$ cat src/rtl/i2c_unstick_pkg.sv
// Shared types for the I2C bus recovery sequencer.
// Assumes: nothing beyond IEEE 1800-2017 enum support.
package i2c_unstick_pkg;

    typedef enum logic [3:0] {
        ST_IDLE,
        ST_CHK_SCL,
        ST_WAIT,
        ST_CHK_SDA,
        ST_LO,
        ST_HI,
        ST_STOP_A,
        ST_STOP_B,
        ST_STOP_C,
        ST_STOP_D,
        ST_FIN
    } seq_state_e;

    typedef enum logic [1:0] {
        RC_OK      = 2'b00,
        RC_SCL_LOW = 2'b01,
        RC_SDA_LOW = 2'b10
    } rec_code_e;

endpackage

$ cat src/rtl/unstick_halfper.sv
// Half-period timer: raises tick when the count reaches limit, then wraps.
// Assumes: restart is pulsed on every state change so a timed phase starts at 0.
module unstick_halfper #(
    parameter int HALF_W = 8
) (
    input  logic              clk,
    input  logic              rst_n,
    input  logic              restart,
    input  logic [HALF_W-1:0] limit,
    output logic              tick
);
    logic [HALF_W-1:0] cnt_q;

    assign tick = (cnt_q == limit);

    // Count system clocks inside the current phase.
    always_ff @(posedge clk) begin
        if (!rst_n)               cnt_q <= '0;
        else if (restart || tick) cnt_q <= '0;
        else                      cnt_q <= cnt_q + 1'b1;
    end
endmodule

$ cat src/rtl/unstick_cnt.sv
// Saturating event counter that flags when it holds LAST.
// Assumes: clr has priority over inc.
module unstick_cnt #(
    parameter int LAST = 9
) (
    input  logic clk,
    input  logic rst_n,
    input  logic clr,
    input  logic inc,
    output logic at_last
);
    localparam int W = (LAST < 1) ? 1 : $clog2(LAST + 1);

    logic [W-1:0] cnt_q;

    assign at_last = (cnt_q == W'(LAST));

    // Track events since the last clear, stopping at LAST.
    always_ff @(posedge clk) begin
        if (!rst_n)                 cnt_q <= '0;
        else if (clr)               cnt_q <= '0;
        else if (inc && !at_last)   cnt_q <= cnt_q + 1'b1;
    end
endmodule

$ cat src/rtl/i2c_unstick_seq.sv
// I2C bus recovery sequencer (controller side).
// Waits out a bounded SCL stretch, bit-bangs up to MAX_PULSES SCL pulses
// until SDA is released, then drives a STOP. Outputs are pull-low enables.
// Assumes: scl_in/sda_in are synchronous to clk; half_period stable while busy.
module i2c_unstick_seq
    import i2c_unstick_pkg::*;
#(
    parameter int HALF_W        = 8,
    parameter int STRETCH_TRIES = 8,
    parameter int MAX_PULSES    = 9
) (
    input  logic              clk,
    input  logic              rst_n,
    input  logic              start,
    input  logic [HALF_W-1:0] half_period,
    input  logic              scl_in,
    input  logic              sda_in,
    output logic              scl_oe,
    output logic              sda_oe,
    output logic              busy,
    output logic              done,
    output logic [1:0]        status
);
    localparam int TRY_LAST = (STRETCH_TRIES < 1) ? 0 : STRETCH_TRIES - 1;

    seq_state_e state_q, state_d;
    rec_code_e  code_q, code_d;
    logic       tick;
    logic       try_clr, try_inc, try_last;
    logic       pls_clr, pls_inc, pls_last;

    unstick_halfper #(.HALF_W(HALF_W)) u_timer (
        .clk     (clk),
        .rst_n   (rst_n),
        .restart (state_d != state_q),
        .limit   (half_period),
        .tick    (tick)
    );

    unstick_cnt #(.LAST(TRY_LAST)) u_tries (
        .clk     (clk),
        .rst_n   (rst_n),
        .clr     (try_clr),
        .inc     (try_inc),
        .at_last (try_last)
    );

    unstick_cnt #(.LAST(MAX_PULSES)) u_pulses (
        .clk     (clk),
        .rst_n   (rst_n),
        .clr     (pls_clr),
        .inc     (pls_inc),
        .at_last (pls_last)
    );

    // Next-state and result-code decision for the recovery sequence.
    always_comb begin
        state_d = state_q;
        code_d  = code_q;
        try_clr = 1'b0;
        try_inc = 1'b0;
        pls_clr = 1'b0;
        pls_inc = 1'b0;
        unique case (state_q)
            ST_IDLE: if (start) begin
                state_d = ST_CHK_SCL;
                code_d  = RC_OK;
                try_clr = 1'b1;
                pls_clr = 1'b1;
            end
            ST_CHK_SCL: state_d = scl_in ? ST_CHK_SDA : ST_WAIT;
            ST_WAIT: if (tick) begin
                if (scl_in) begin
                    state_d = ST_CHK_SDA;
                end else if (try_last) begin
                    state_d = ST_FIN;
                    code_d  = RC_SCL_LOW;
                end else begin
                    try_inc = 1'b1;
                end
            end
            ST_CHK_SDA: begin
                if (sda_in) begin
                    state_d = ST_STOP_A;
                end else if (pls_last) begin
                    state_d = ST_STOP_A;
                    code_d  = RC_SDA_LOW;
                end else begin
                    state_d = ST_LO;
                end
            end
            ST_LO:     if (tick) state_d = ST_HI;
            ST_HI:     if (tick) begin
                state_d = ST_CHK_SDA;
                pls_inc = 1'b1;
            end
            ST_STOP_A: if (tick) state_d = ST_STOP_B;
            ST_STOP_B: if (tick) state_d = ST_STOP_C;
            ST_STOP_C: if (tick) state_d = ST_STOP_D;
            ST_STOP_D: if (tick) state_d = ST_FIN;
            ST_FIN:    state_d = ST_IDLE;
            default:   state_d = ST_IDLE;
        endcase
    end

    // State and result-code registers.
    always_ff @(posedge clk) begin
        if (!rst_n) begin
            state_q <= ST_IDLE;
            code_q  <= RC_OK;
        end else begin
            state_q <= state_d;
            code_q  <= code_d;
        end
    end

    // Open-drain pull-low enables decoded from the registered state.
    always_comb begin
        scl_oe = (state_q == ST_LO) || (state_q == ST_STOP_A) || (state_q == ST_STOP_B);
        sda_oe = (state_q == ST_STOP_B) || (state_q == ST_STOP_C);
    end

    assign busy   = (state_q != ST_IDLE);
    assign done   = (state_q == ST_FIN);
    assign status = code_q;
endmodule

$ cat config.mk
export PLATFORM = sky130hd
export DESIGN_NAME = i2c_unstick_seq
export DESIGN_NICKNAME = d
export VERILOG_FILES = /design/src/rtl/i2c_unstick_pkg.sv /design/src/rtl/unstick_halfper.sv /design/src/rtl/unstick_cnt.sv /design/src/rtl/i2c_unstick_seq.sv
export SDC_FILE = /design/constraint.sdc
export NUM_CORES = 1
export LEC_CHECK = 0
export BUFFER_PORTS_ARGS = -buffer_cell sky130_fd_sc_hd__buf_2
export CORE_MARGIN = 1
export CORE_UTILIZATION = 60
export DETAILED_ROUTE_END_ITERATION = 16
export PLACE_DENSITY = 0.81
export REMOVE_ABC_BUFFERS = 1
export SETUP_SLACK_MARGIN = 0.5
export SYNTH_ARGS = -nofsm -noshare
export SYNTH_HDL_FRONTEND = slang
export SYNTH_SLANG_ARGS = --single-unit
$ cat constraint.sdc
create_clock -name clk -period 2.8 [get_ports clk]
set_input_delay 0.14 -clock clk [delete_from_list [all_inputs] [get_ports clk]]
set_output_delay 0.14 -clock clk [all_outputs]
set_load 0.02 [all_outputs]
==> results.toml <==
[outcome]
outcome = "complete, no violations"

[route]
dr_total_vias = 1203
first_pass_iters = 4
drc = 0
wirelength_um = 2923
wl_per_cell_um = 14.26
vias_per_cell = 5.868
antenna_left = 0
dr.first_iter.drc_count = 41

[clock_tree]
cts_resized = 0
ctsRootBufferMaster = "clkbuf_4"
cts_post_setup_buffers_inserted = 0
clock_latency_ps = 310
cts_tree = "built"
clkTransAtPathRegs_ps = 120
htreeDepth = 1
hold_buffers = 0
clock_path_buffers = 2
cts_buffers = 3
clock_sinks = 21

[synthesis]
ys_types = 44
ys.warnings.count = 0
synth_seq_area_share_pct = 32.06
synth_cells = 163
synth_area_mm2 = 0.001311
async_flop_share_pct = 0
syn-mean-instance-area_um2 = 8.045
yosys_register_bits = 21
synth_top_flop_cell = "dfxtp_1"
synth_edf_count = 0

[worst_setup_path]
crit_type = "reg2reg"
crit_required_ps = 3050
cp-start-kind = "flip-flop"
worstPathArrival_ps = 2210
cp_max_fo = 14
endpoint_kind = "flip-flop"

[die]
die_x_um = 48.75
start_util_pct = 65.50
die_area_mm2 = 0.002377
io_pins = 19
rows = 16
chipHeight_um = 48.75
core_mm2 = 0.002002

[sta]
maxSlewViolCount = 0
finalSetupTns_ps = 0
finalCritPeriodShare_pct = 70.00
slew_headroom_pct = 57.75
worstMarginPinSlew_ps = 632.9
setup_viol = 0
hold_violations = 0
rsz0062_at_grt = "false"
finClkSkew_ps = 2.607
fmax_mhz = 510.2
min_period_ps = 1960

[grt]
grt_pass1_vias = 1076
gr-max-usage-layer = "met2"
met1_usage_pct = 31.97
grt.met2_usage_pct = 43.75
grt_pass1_wl_um = 4719
grt_max_degree = 21
grtUsageMet3_pct = 5.346
antenna_found_initial = 0
track_usage_pct = 25.91
globalRouteOverflowTotal = 0

[power]
irDropWorstVdd_v = 0.0003342
p_leak_nw = 0.5506
p_total_mw = 0.5927
power-per-cell-area_mw_per_mm2 = 414.5

[finish]
diodes = 0
layout.nets = 197
fillers = 174
area.growth.synth_to_final_pct = 9.065
layout-drive-gt1-share_pct = 15.73
final_cell_mix = "nor2_1, dfxtp_1, buf_2"
final_common_cell = "nor2_1"

[place]
portBuffers = 18
place.gp.congestion = 0.9360
hpwlAfterDp_um = 2133

[job]
max-cap-violations = 0

[worst_hold_path]
hold_path.class = "in2reg"
==> stage by stage <==
stage / utilization (%) / cell area [um^2] / setup slack (ps) / hold slack (ps) / instances
after detailed placement: 70.13 / 1404 / 926.1 / 474.3 / 201
after global routing: 71.44 / 1430 / 689.6 / 139.2 / 205
after floorplan: - / 1280 / 1167 / 257.5 / 156
after CTS: 71.44 / 1430 / 894.9 / 142.1 / 205
final: 71.44 / 1430 / 840.0 / 150.7 / 205
after global placement: 70.13 / 1404 / 1025 / 471.1 / 201
==> critical path: stages (launching register included) <==
cell and delay, ps:
dfxtp_1 620, nor2b_1 470, a21o_1 190, nand2_1 70
a211o_1 400, nor2_1 150
==> path summary, 6_finish.rpt <==
check / start / end / slack (ps) / cells past startpoint
worst max-delay path: state_q[1]$_SDFF_PN0_ / u_timer.cnt_q[5]$_SDFF_PP0_ / 840 / 5
worst min-delay path: rst_n / state_q[0]$_SDFF_PN0_ / 150 / 2
worst max register to register: state_q[1]$_SDFF_PN0_ / u_timer.cnt_q[5]$_SDFF_PP0_ / 840 / 5
worst min register to register: u_tries.cnt_q[1]$_SDFFE_PP0P_ / u_tries.cnt_q[1]$_SDFFE_PP0P_ / 520 / 2
==> synth_stat cells, types with 4 or more instances <==
master,instances,area (um^2)
a21oi_1,6,30.03
buf_2,4,20.02
dfxtp_1,21,420.4
ha_1,5,62.56
inv_1,7,26.28
nand2_1,13,48.80
nand3_1,9,45.04
nor2_1,25,93.84
o21ai_0,8,40.04
xnor2_1,13,113.9
==> area by class of cell <==
cell class              count  area, um^2  share of cell area (%)
multi-input cells         128       833.3                   58.27
repair buffers             18       90.09                   6.299
well taps                  27       33.78                   2.362
clock buffers               4       26.28                   1.837
inverters                   7       26.28                   1.837
flip-flops and latches     21       420.4                   29.40
==> logic make-up (layout without fill, tap and decap cells) <==
logic type / after synthesis / after routing / share of synthesized area [%]
buffers and inverters: 14 / 29 / 4.390
xor gates and xnor gates: 16 / 16 / 10.69
adders and majority gates: 5 / 5 / 4.771
AOI/OAI and AO/OA: 31 / 31 / 15.84
DFF: 21 / 21 / 32.06
muxes: 3 / 3 / 2.385
and+or+nand+nor: 73 / 73 / 29.87
==> state kept, by name (all words and copies together) (netlist names) <==
register,cells
u_pulses.cnt_q,4
u_tries.cnt_q,3
u_timer.cnt_q,8
state_q,4
status,2
==> report_power, final <==
part	switching [mW]	leakage [nW]	internal [mW]	total [mW]
Combinational	0.0682	0.366	0.0444	0.113
Sequential	0.0233	0.170	0.308	0.331
Clock	0.0935	0.0150	0.0557	0.149
Total	0.185	0.551	0.408	0.593
==> routing by layer <==
| metal | wire, um | vias up |
|---|---|---|
| met5 | 0 | - |
| met4 | 44 | 0 |
| met3 | 175 | 6 |
| met2 | 1447 | 53 |
| met1 | 1255 | 543 |
| li1 | - | 601 |
Note: power is estimated with default switching activity, not from simulation.
